--- src/rtl/vsct_pkg.sv ---
package vsct_pkg;

   typedef enum logic [1:0] {
      VSCT_EV_NONE    = 2'd0,
      VSCT_EV_ACCEPT  = 2'd1,
      VSCT_EV_FREERUN = 2'd2
   } vsct_event_e;

endpackage

--- src/rtl/vsct_level_sync.sv ---
module vsct_level_sync #(
   parameter int STAGES = 2
) (
   input  logic clk,
   input  logic rst_n,
   input  logic raw,
   input  logic invert,
   output logic lvl
);
   logic act;
   assign act = raw ^ invert;

   generate
      if (STAGES == 1) begin : g_single
         logic q;
         always_ff @(posedge clk or negedge rst_n) begin
            if (!rst_n) q <= 1'b0;
            else        q <= act;
         end
         assign lvl = q;
      end else begin : g_chain
         logic [STAGES-1:0] chain;
         always_ff @(posedge clk or negedge rst_n) begin
            if (!rst_n) chain <= '0;
            else        chain <= {chain[STAGES-2:0], act};
         end
         assign lvl = chain[STAGES-1];
      end
   endgenerate
endmodule

--- src/rtl/vsct_integrator.sv ---
module vsct_integrator #(
   parameter int INTEG_CLKS = 444
) (
   input  logic clk,
   input  logic rst_n,
   input  logic lvl,
   output logic qual
);
   localparam int CW = $clog2(INTEG_CLKS + 1);
   localparam logic [CW-1:0] LAST = CW'(INTEG_CLKS - 1);
   localparam logic [CW-1:0] FULL = CW'(INTEG_CLKS);

   logic [CW-1:0] run_cnt;

   always_ff @(posedge clk or negedge rst_n) begin
      if (!rst_n) begin
         run_cnt <= '0;
         qual    <= 1'b0;
      end else begin
         qual <= lvl && (run_cnt == LAST);
         if (!lvl)                run_cnt <= '0;
         else if (run_cnt != FULL) run_cnt <= run_cnt + 1'b1;
      end
   end
endmodule

--- src/rtl/vsct_window_ctr.sv ---
module vsct_window_ctr
   import vsct_pkg::*;
#(
   parameter int WIN_LO = 232,
   parameter int WIN_HI = 296,
   parameter int LINE_W = 9
) (
   input  logic              clk,
   input  logic              rst_n,
   input  logic              qual,
   input  logic              h_lvl,
   output logic [LINE_W-1:0] line_count,
   output logic              vreset,
   output vsct_event_e       ev
);
   localparam logic [LINE_W-1:0] LO_V = LINE_W'(WIN_LO);
   localparam logic [LINE_W-1:0] HI_V = LINE_W'(WIN_HI);

   logic h_prev;
   logic h_rise;
   logic in_win;

   assign h_rise = h_lvl & ~h_prev;
   assign in_win = (line_count >= LO_V) && (line_count <= HI_V);

   always_comb begin
      if (qual && in_win)                      ev = VSCT_EV_ACCEPT;
      else if (h_rise && (line_count == HI_V)) ev = VSCT_EV_FREERUN;
      else                                     ev = VSCT_EV_NONE;
   end

   always_ff @(posedge clk or negedge rst_n) begin
      if (!rst_n) begin
         h_prev     <= 1'b0;
         line_count <= '0;
         vreset     <= 1'b0;
      end else begin
         h_prev <= h_lvl;
         vreset <= (ev != VSCT_EV_NONE);
         if (ev != VSCT_EV_NONE) line_count <= '0;
         else if (h_rise)        line_count <= line_count + 1'b1;
      end
   end
endmodule

--- src/rtl/vsct_lock.sv ---
module vsct_lock
   import vsct_pkg::*;
#(
   parameter int LOCK_FIELDS = 4
) (
   input  logic        clk,
   input  logic        rst_n,
   input  vsct_event_e ev,
   output logic        locked
);
   localparam int KW = $clog2(LOCK_FIELDS + 1);
   localparam logic [KW-1:0] GOAL = KW'(LOCK_FIELDS);

   logic [KW-1:0] good_cnt;

   always_ff @(posedge clk or negedge rst_n) begin
      if (!rst_n) begin
         good_cnt <= '0;
         locked   <= 1'b0;
      end else begin
         case (ev)
            VSCT_EV_ACCEPT: begin
               if (good_cnt != GOAL) good_cnt <= good_cnt + 1'b1;
               if (good_cnt >= GOAL - 1'b1) locked <= 1'b1;
            end
            VSCT_EV_FREERUN: begin
               good_cnt <= '0;
               locked   <= 1'b0;
            end
            default: ;
         endcase
      end
   end
endmodule

--- src/rtl/vsync_countdown.sv ---
module vsync_countdown
   import vsct_pkg::*;
#(
   parameter  int SYNC_STAGES = 2,
   parameter  int INTEG_CLKS  = 444,
   parameter  int WIN_LO      = 232,
   parameter  int WIN_HI      = 296,
   parameter  int LOCK_FIELDS = 4,
   localparam int LINE_W      = $clog2(WIN_HI + 1)
) (
   input  logic              clk,
   input  logic              rst_n,
   input  logic              hsync_in,
   input  logic              hpol,
   input  logic              vsync_in,
   input  logic              vpol,
   output logic              vreset,
   output logic [LINE_W-1:0] line_count,
   output logic              locked
);
   generate
      if (SYNC_STAGES < 1) begin : g_bad_sync
         $error("SYNC_STAGES must be at least 1");
      end
      if (INTEG_CLKS < 1) begin : g_bad_integ
         $error("INTEG_CLKS must be at least 1");
      end
      if (WIN_LO < 1 || WIN_LO > WIN_HI) begin : g_bad_window
         $error("window bounds must satisfy 1 <= WIN_LO <= WIN_HI");
      end
      if (LOCK_FIELDS < 1) begin : g_bad_lock
         $error("LOCK_FIELDS must be at least 1");
      end
   endgenerate

   logic        h_lvl;
   logic        v_lvl;
   logic        v_qual;
   vsct_event_e ev;

   vsct_level_sync #(.STAGES(SYNC_STAGES)) u_hsync (
      .clk(clk), .rst_n(rst_n), .raw(hsync_in), .invert(hpol), .lvl(h_lvl)
   );

   vsct_level_sync #(.STAGES(SYNC_STAGES)) u_vsync (
      .clk(clk), .rst_n(rst_n), .raw(vsync_in), .invert(vpol), .lvl(v_lvl)
   );

   vsct_integrator #(.INTEG_CLKS(INTEG_CLKS)) u_integ (
      .clk(clk), .rst_n(rst_n), .lvl(v_lvl), .qual(v_qual)
   );

   vsct_window_ctr #(.WIN_LO(WIN_LO), .WIN_HI(WIN_HI), .LINE_W(LINE_W)) u_window (
      .clk(clk), .rst_n(rst_n), .qual(v_qual), .h_lvl(h_lvl),
      .line_count(line_count), .vreset(vreset), .ev(ev)
   );

   vsct_lock #(.LOCK_FIELDS(LOCK_FIELDS)) u_lock (
      .clk(clk), .rst_n(rst_n), .ev(ev), .locked(locked)
   );
endmodule

--- config.mk ---
export PLATFORM = sky130hd
export DESIGN_NAME = vsync_countdown
export DESIGN_NICKNAME = d
export VERILOG_FILES = /design/src/rtl/vsct_pkg.sv /design/src/rtl/vsct_level_sync.sv /design/src/rtl/vsct_integrator.sv /design/src/rtl/vsct_window_ctr.sv /design/src/rtl/vsct_lock.sv /design/src/rtl/vsync_countdown.sv
export SDC_FILE = /design/constraint.sdc
export NUM_CORES = 1
export LEC_CHECK = 0
export BUFFER_PORTS_ARGS = -buffer_cell sky130_fd_sc_hd__buf_2
export CAP_MARGIN = 15
export CORE_ASPECT_RATIO = 0.6
export CORE_UTILIZATION = 55
export CTS_BUF_LIST = sky130_fd_sc_hd__clkbuf_4 sky130_fd_sc_hd__clkbuf_8 sky130_fd_sc_hd__clkbuf_16
export DETAILED_ROUTE_END_ITERATION = 7
export PLACE_DENSITY_LB_ADDON = 0.15
export SETUP_SLACK_MARGIN = 0.3
export SLEW_MARGIN = 20
export SYNTH_ARGS = -nofsm -noshare
export SYNTH_HDL_FRONTEND = slang
export SYNTH_SLANG_ARGS = --single-unit
--- constraint.sdc ---
create_clock -name clk -period 2.4 [get_ports clk]
set_input_delay 0.48 -clock clk [delete_from_list [all_inputs] [get_ports clk]]
set_output_delay 0.48 -clock clk [all_outputs]
set_load 0.01 [all_outputs]
==> results of run 1 <==
-- critical path, cell delays in order (launching register included) --
cell and delay (ns):
dfrtp_1 0.45, inv_1 0.07, ha_1 0.20, nor4b_2 0.16
a221o_1 0.41, nand2_2 0.12, a21oi_1 0.07, a221o_1 0.33
-- sequential cells by signal, indices dropped and copies added (netlist names) --
name / cells
u_window.h_prev: 1
u_window.line_count: 9
u_integ.run_cnt: 9
u_lock.good_cnt: 3
u_lock.locked: 1
u_integ.qual: 1
u_window.vreset: 1
u_hsync.g_chain.chain: 2
u_vsync.g_chain.chain: 2
-- synth_stat cells (all sizes together) --
master / instances / area share (%)
dfrtp: 29 / 48
nand2: 20 / 5.1
o21ai: 12 / 4.7
nor2: 11 / 2.7
inv: 10 / 2.5
nand3: 8 / 2.7
ha: 7 / 5.8
xor2: 6 / 3.5
xnor2: 5 / 2.9
a21boi: 4 / 2.0
and2: 4 / 1.7
nor3: 4 / 1.3
or3: 4 / 1.7
a21oi: 3 / 0.99
a221o: 2 / 1.3
a31oi: 2 / 0.83
and3: 2 / 0.83
a2111oi: 1 / 0.58
a22o: 1 / 0.58
a2bb2oi: 1 / 0.58
a32oi: 1 / 0.58
and2b: 1 / 0.50
and3b: 1 / 0.58
and4b: 1 / 0.66
buf: 1 / 0.75
mux2i: 1 / 0.91
nand2b: 1 / 0.41
nand4: 1 / 0.41
nand4b: 1 / 0.58
nand4bb: 1 / 0.75
nor2b: 1 / 0.41
nor4: 1 / 0.41
nor4b: 1 / 0.99
o21a: 1 / 0.50
o31ai: 1 / 0.50
or2: 1 / 0.58
-- per-stage QoR --
stage	power (µW)	util [%]	area [µm²]
2_1_floorplan	755.4	-	1509
3_3_place_gp	847.6	63.26	1618
3_5_place_dp	856.2	63.26	1618
4_1_cts	1276	66.78	1708
5_1_grt	1337	66.78	1708
6_report	1265	66.78	1708
-- routing by layer --
layer / share of wire (%) / wire (µm) / vias to the layer above / track usage [%]
met3: 7.0 / 210 / 7 / 7.212
met2: 42 / 1258 / 49 / 30.49
li1: - / - / 575 / -
met5: 0 / 0 / - / 0
met1: 49 / 1476 / 531 / 34.33
met4: 2.2 / 67 / 0 / 15.20
-- where the power goes --
part | internal [µW] | switching [µW]
Combinational | 97.9 | 118
Sequential | 547 | 90.7
Clock | 238 | 173
-- kinds of logic after synthesis --
kind of cell	after synthesis
AO/OA/AOI/OAI	29
adder cells (fa/ha/maj)	7
AND/OR/NAND/NOR	64
XOR/XNOR	11
buffers and inverters	11
flip-flops	29
multiplexers	1
-- cell usage in the layout, fill, tap and decap left out, types with 2 or more instances in the layout --
cell / instances
or3_1: 4
inv_1: 9
a21boi_0: 4
nor3_1: 4
a31oi_1: 2
nand2_1: 19
nor2_1: 11
xor2_1: 6
o21ai_2: 3
o21ai_0: 8
clkbuf_8: 6
xnor2_1: 5
ha_1: 7
buf_2: 16
dfrtp_1: 29
and3_1: 2
nand3_1: 8
a221o_1: 2
and2_1: 3
a21oi_1: 3
-- cell type report --
type,instances,share of cell area (%)
Multi-Input combinational cell,112,43.00
Sequential cell,29,42.49
Clock buffer,7,5.275
Timing Repair Buffer,16,4.689
Tap cell,32,2.344
Inverter,10,2.198
-- worst max-delay path by stage --
stage	start	endpoint	slack, ns	depth (start not counted)
after global routing	u_window.line_count[0]	u_lock.good_cnt[1]	0.44	7
after CTS	u_window.line_count[0]	u_lock.good_cnt[1]	0.50	7
after global placement	u_window.line_count[0]	u_lock.good_cnt[1]	0.64	7
final	u_window.line_count[0]	u_lock.good_cnt[1]	0.48	7
after detailed placement	u_window.line_count[0]	u_lock.good_cnt[1]	0.51	7
after floorplan	u_window.line_count[0]	u_lock.good_cnt[1]	0.65	7
==> impl_metrics.tcl, run 1 <==
set metrics [dict create \
    status "completed" \
    io_pins 17 \
    drv_cap 0 \
    ant_nets 0 \
    htreeDepth 2 \
    drc 0 \
    row_count 14 \
    synth_compound_area_share_pct 13.18 \
    cts.sinks 29 \
    n_antenna_cell 0 \
    yosys-mux-area-fraction_pct 0.9121 \
    crit_fanout 6 \
    worst_pin_slew_ns 0.6124 \
    firstDrtPassIters 4 \
    r2r_cells 7 \
    finalCriticalPeriod_ns 1.920 \
    synthAdderAreaFrac_pct 5.804 \
    fin_worst_skew_ns 0.003092 \
    pre_cts_slack_ns 0.5128 \
    worstPathArrival_ns 2.07 \
    cts_setup_buffers 0 \
    slew_viol_final 0 \
    syn_avg_cell_area_um2 9.927 \
    reg2reg_to "u_lock.good_cnt[1]" \
    startpoint_type "flop" \
    gp_congestion 0.8042 \
    n_fill_cell 216 \
    grt_pass1_vias 1071 \
    syn-num-nets 165 \
    worstSkewPairLatency_ns 0.28 \
    synth_seq_cells 29 \
    postCtsHoldBufs 0 \
    final_hold_viol_count 0 \
    rsz0062_at_grt "no" \
    ys_types 41 \
    synth-simple-area-share_pct 22.39 \
    reg2reg_from "u_window.line_count[0]" \
    die_w_um 69.62 \
    start_util_pct 59.00 \
    grt_usage_pct 23.71 \
    hpwl_mm 2.184 \
    core_area_um2 2557 \
    drtIter0Drc 124 \
    grt_pass1_wl_mm 5.037 \
    wl_mm 3.011 \
    synth_top_family_by_area "simple AND/OR/NAND/NOR gates" \
    cts_inserted_buffers 5 \
    period_share_pct 80.02 \
    worst_setup_path_end_kind "flop" \
    grt_max_degree 30 \
    ff2ff_setup_slack_ns 0.48 \
    leakagePower_uw 0.0007886 \
    antenna_found_initial 0 \
    critPathKind "flop to flop" \
    yosysWarnings 0 \
    relSlewSlack_pct 59.17 \
    synth_area_um2 1509 \
    power.density_nw_per_um2 740.6 \
    synth-seq-area-share_pct 48.09 \
    syn2layout_area_growth_pct 13.18 \
    portBuffers 16 \
    die_area_um2 2964 \
    grt_overflow 0 \
    avgViaCountPerCell 5.641 \
    vias 1162 \
    dp_cells 199 \
    synth_xor_area_share_pct 6.385 \
    die_y_um 42.57 \
    cts_tree "built" \
    clockBufferDepth 2 \
    regArea_um2 725.7 \
    cts_resized 0 \
    clk_pin_slew_ns 0.06 \
    multi_input_area_um2 734.5 \
    tns_ns 0 \
    required_ns 2.55 \
    fmax_ghz 0.5207 \
    fin_ws_ns 0.4796 \
    routedWlPerCell_um 14.62 \
    fin_hold_ws_ns 0.2097 \
    setup_violations 0 \
    clockRootBuffer "clkbuf_8" \
    drive_gt1_share_pct 18.39 \
    synthCells 152 \
    hp-class "input pin to async pin" \
    ir_drop_uv 457.0 \
    layoutNonFillerInstCount 206 \
    nets 187 \
]
Note: power is estimated with default switching activity, not from simulation.
==> run 2, diff against run 1 <==
- clock period: 2.4 -> 1.9 ns (I/O delays scaled with it)
==> impl_metrics.tcl, run 2 (synthesis gave the netlist of run 1 again) <==
set metrics [dict create \
    antenna_found_initial 0 \
    die_area_um2 2964 \
    dpl_cell_area_um2 1645 \
    r2r_cells 7 \
    p_total_uw 1750 \
    cts_tree "built" \
    fin_worst_skew_ns 0.009061 \
    worst_pin_slew_ns 0.6271 \
    power.density_nw_per_um2 930.8 \
    vias 1241 \
    status "completed" \
    routedWlPerCell_um 15.04 \
    clockRootBuffer "clkbuf_8" \
    n_fill_cell 178 \
    drv_cap 0 \
    drive_gt1_share_pct 32.45 \
    gp_congestion 0.8780 \
    relSlewSlack_pct 58.19 \
    crit_start "u_window.line_count[1]" \
    clockBufferDepth 2 \
    io_pins 17 \
    portBuffers 16 \
    ff2ff_setup_slack_ns 0.24 \
    startpoint_type "flop" \
    start_util_pct 59.00 \
    setup_violations 0 \
    die_w_um 69.62 \
    syn2layout_area_growth_pct 24.63 \
    reg2reg_to "u_lock.good_cnt[1]" \
    ir_drop_uv 935.7 \
    worstPathArrival_ns 1.82 \
    stdcell_area_um2 1881 \
    grt_pass1_wl_mm 5.299 \
    critPathKind "flop to flop" \
    grt_max_degree 30 \
    final_cell_mix "dfrtp_1 (22), nand2_1 (19), buf_2 (16), buf_4 (12), nor2_1 (11)" \
    worstSkewPairLatency_ns 0.27 \
    firstDrtPassIters 4 \
    tns_ns 0 \
    final_hold_viol_count 0 \
    rsz0062_at_grt "yes" \
    hpwl_mm 2.212 \
    required_ns 2.06 \
    avgViaCountPerCell 5.641 \
    drtIter0Drc 84 \
    die_y_um 42.57 \
    cts.sinks 29 \
    nets 200 \
    crit_fanout 3 \
    wl_mm 3.309 \
    period_share_pct 87.20 \
    drc 0 \
    clk_pin_slew_ns 0.07 \
    htreeDepth 2 \
    endpoint "u_lock.good_cnt[1]" \
    grt_overflow 0 \
    slew_viol_final 0 \
    grt_usage_pct 24.17 \
    core_area_um2 2557 \
    fmax_ghz 0.6036 \
    leakagePower_uw 0.0008606 \
    ant_nets 0 \
    hp-class "input pin to async pin" \
    row_count 14 \
    fin_util_pct 73.53 \
    worst_setup_path_end_kind "flop" \
    cts_inserted_buffers 5 \
    finalCriticalPeriod_ns 1.657 \
    n_antenna_cell 0 \
    layout_commonest_cell "dfrtp_1" \
    reg2reg_from "u_window.line_count[1]" \
    grt_pass1_vias 1122 \
    reg.largest.list "u_integ.run_cnt x9, u_window.line_count x9, u_lock.good_cnt x3" \
]
==> run 2: changes by cell type in the layout (fill, tap and decap cells not counted), sizes merged <==
| cell | before | now |
|---|---|---|
| clkbuf | 7 | 8 |
| buf | 16 | 29 |
==> run 2: final cells by class <==
class	count	area (µm²)	area share, %
Multi-Input combinational cell	112	789.5	41.98
Sequential cell	29	734.5	39.06
Timing Repair Buffer	29	181.4	9.647
Clock buffer	8	97.59	5.190
Tap cell	32	40.04	2.129
Inverter	10	37.54	1.996
==> run 2: how the worst min path moves through the flow <==
stage | start | end | slack, ns | depth (start not counted)
floorplan | rst_n | u_hsync.g_chain.chain[0] | 0.08 | 0
global route | rst_n | u_window.h_prev | 0.17 | 1
finish | rst_n | u_window.h_prev | 0.12 | 1
global placement | u_vsync.g_chain.chain[0] | u_vsync.g_chain.chain[1] | 0.33 | 0
CTS | rst_n | u_window.h_prev | 0.14 | 1
detailed placement | u_vsync.g_chain.chain[0] | u_vsync.g_chain.chain[1] | 0.34 | 0
==> run 2: layer usage <==
metal,global-route usage [%],vias up,part of all wire (%)
met5,0,-,0
met4,6.800,0,1.1
met3,7.452,4,4.7
met2,34.95,31,43
met1,35.21,608,51
li1,-,598,-
==> run 2: critical path, cell delays in order (launching register included) <==
cell and delay (ns):
dfrtp_1 0.40, inv_2 0.08, ha_4 0.12, nor4b_4 0.21, and2_4 0.19, or2_4 0.12, o21ai_2 0.07, a221o_1 0.35
==> run 2: power breakdown <==
group / switching [µW] / internal (µW) / total [µW]
logic: 216 / 194 / 410
registers: 103 / 697 / 800
clock network: 217 / 323 / 540
total: 536 / 1210 / 1750
==> run 2: through the flow <==
step	hold slack, ns	worst slack (ns)	cells
finish	0.1163	0.2433	220
global route	0.1728	0.2001	220
CTS	0.1379	0.2665	214
detailed placement	0.3413	0.1647	202
global placement	0.3336	0.2097	202
floorplan	0.08441	0.2230	152
==> run 2: what timing repair did <==
| item | in CTS | in global routing |
|---|---|---|
| resized for setup | 9 | 11 |
| endpoints found under the hold margin | 0 | 0 |
| pin swaps | 3 | 7 |
| hold buffers | 0 | 0 |
| setup endpoints to repair | 10 | 11 |
| buffers inserted | 4 | 6 |
| gates cloned | 0 | 0 |
==> run 3, diff against run 2 <==
- BUFFER_PORTS_ARGS: -buffer_cell sky130_fd_sc_hd__buf_2 -> -buffer_cell sky130_fd_sc_hd__clkbuf_2
==> impl_metrics.tcl, run 3 (synthesis gave the netlist of run 1 again) <==
set metrics [dict create \
    status "completed" \
    gp_congestion 0.8350 \
    fin_worst_skew_ns 0.007945 \
    startpoint_type "flop" \
    slew_viol_final 0 \
    htreeDepth 2 \
    reg.largest.list "u_integ.run_cnt x9, u_window.line_count x9, u_lock.good_cnt x3" \
    row_count 14 \
    die_w_um 69.62 \
    postCtsHoldBufs 0 \
    nets 198 \
    firstDrtPassIters 4 \
    grt_max_degree 20 \
    swShare_pct 29.45 \
    crit_fanout 6 \
    clockRootBuffer "clkbuf_8" \
    grt_pass1_vias 1221 \
    final_cell_mix "dfrtp_1 (24), nand2_1 (19), clkbuf_2 (16), buf_4 (11), nor2_1 (9)" \
    grt_pass1_wl_mm 5.478 \
    die_y_um 42.57 \
    clockBufferDepth 2 \
    leakagePower_uw 0.0008482 \
    routedWlPerCell_um 15.69 \
    drv_cap 0 \
    ir_drop_uv 565.8 \
    drc 0 \
    syn2layout_area_growth_pct 25.04 \
    fin_util_pct 73.78 \
    critPathKind "flop to flop" \
    clockPowerShare_pct 35.7 \
    layoutNonFillerInstCount 218 \
    worst_setup_path_end_kind "flop" \
    drtIter0Drc 99 \
    avgViaCountPerCell 5.839 \
    start_util_pct 59.00 \
    required_ns 2.07 \
    relSlewSlack_pct 65.83 \
    layout_commonest_cell "dfrtp_1" \
    combPwrFrac_pct 21.8 \
    fmax_ghz 0.5920 \
    rsz0062_at_grt "yes" \
    stdcell_area_um2 1887 \
    p_seq_share_pct 42.5 \
    power.switching_uw 555.8 \
    drive_gt1_share_pct 31.72 \
    finalCriticalPeriod_ns 1.689 \
    cts_tree "built" \
    worst_pin_slew_ns 0.4996 \
    hp-class "input pin to async pin" \
    grt_usage_pct 25.04 \
    cts_inserted_buffers 5 \
    final_hold_viol_count 0 \
    p_int_uw 1332 \
    cts.sinks 29 \
    n_antenna_cell 0 \
    ff2ff_setup_slack_ns 0.21 \
    portBuffers 16 \
    core_area_um2 2557 \
    period_share_pct 88.91 \
    fin_hold_ws_ns 0.02756 \
    tns_ns 0 \
    die_area_um2 2964 \
    r2r_cells 5 \
    reg2reg_from "u_window.line_count[3]" \
    power.density_nw_per_um2 1000 \
    worstPathArrival_ns 1.86 \
    vias 1273 \
    dp_cells 203 \
    setup_violations 0 \
    reg2reg_to "u_lock.good_cnt[1]" \
    hpwl_mm 2.340 \
    grt_overflow 0 \
    worstSkewPairLatency_ns 0.29 \
    io_pins 17 \
    n_fill_cell 184 \
    ant_nets 0 \
    wl_mm 3.421 \
    clk_pin_slew_ns 0.06 \
    antenna_found_initial 0 \
    dpl_cell_area_um2 1653 \
]
-- run 3: cell types whose count changed in the layout (fill, tap and decap cells not counted), sizes merged --
| cell | before | now |
|---|---|---|
| clkbuf | 8 | 23 |
| buf | 29 | 11 |
| bufinv | 0 | 1 |
-- run 3: layout make-up --
| type | instances | area (µm²) | share of cell area, % |
|---|---|---|---|
| clock buffer | 7 | 90.09 | 4.775 |
| inverter | 10 | 37.54 | 1.989 |
| multi-input combinational | 112 | 794.5 | 42.11 |
| clock inverter | 1 | 30.03 | 1.592 |
| tap | 32 | 40.04 | 2.122 |
| sequential | 29 | 732.0 | 38.79 |
| timing repair buffer | 27 | 162.7 | 8.621 |
-- run 3: repair_timing --
action | CTS | global route
buffers inserted | 5 | 2
gates resized for setup | 5 | 14
pin swaps | 5 | 11
setup endpoints to repair | 10 | 11
-- run 3: routing by layer --
| layer | routed length, µm | global-route usage [%] | vias to the layer above |
|---|---|---|---|
| li1 | - | - | 590 |
| met1 | 1581 | 33.07 | 612 |
| met2 | 1523 | 38.25 | 55 |
| met3 | 225 | 7.452 | 16 |
| met4 | 90 | 12.00 | 0 |
| met5 | 0 | 0 | - |
-- run 3: power by group through the flow --
stage	logic [µW]	registers (µW)	clock network (µW)
after floorplan	144	812	0
after global placement	302	794	0
after detailed placement	314	802	0
after CTS	384	778	685
after global routing	456	807	702
final	412	802	674
-- run 3: how the worst max path moves through the flow --
| stage | startpoint | endpoint | slack (ns) |
|---|---|---|---|
| after CTS | u_window.line_count[1] | u_lock.good_cnt[1] | 0.23 |
| after global placement | u_window.line_count[1] | u_lock.good_cnt[1] | 0.16 |
| after detailed placement | u_window.line_count[1] | u_lock.good_cnt[1] | 0.12 |
| final | u_window.line_count[3] | u_lock.good_cnt[1] | 0.21 |
| after floorplan | u_window.line_count[1] | u_lock.good_cnt[1] | 0.22 |
| after global routing | u_window.line_count[7] | u_lock.good_cnt[1] | 0.15 |
-- run 3: stage by stage --
stage          power, µW  setup slack, ns
6_report            1888           0.2108
5_1_grt             1965           0.1523
4_1_cts             1847           0.2329
3_5_place_dp        1117           0.1175
3_3_place_gp        1096           0.1568
2_1_floorplan      956.2           0.2230
-- run 3: critical path: stages, from the launching register on --
cell,delay (ns)
dfrtp_2,0.46
and4b_1,0.24
a221o_1,0.43
nand2_2,0.11
a21oi_2,0.05
a221o_1,0.29
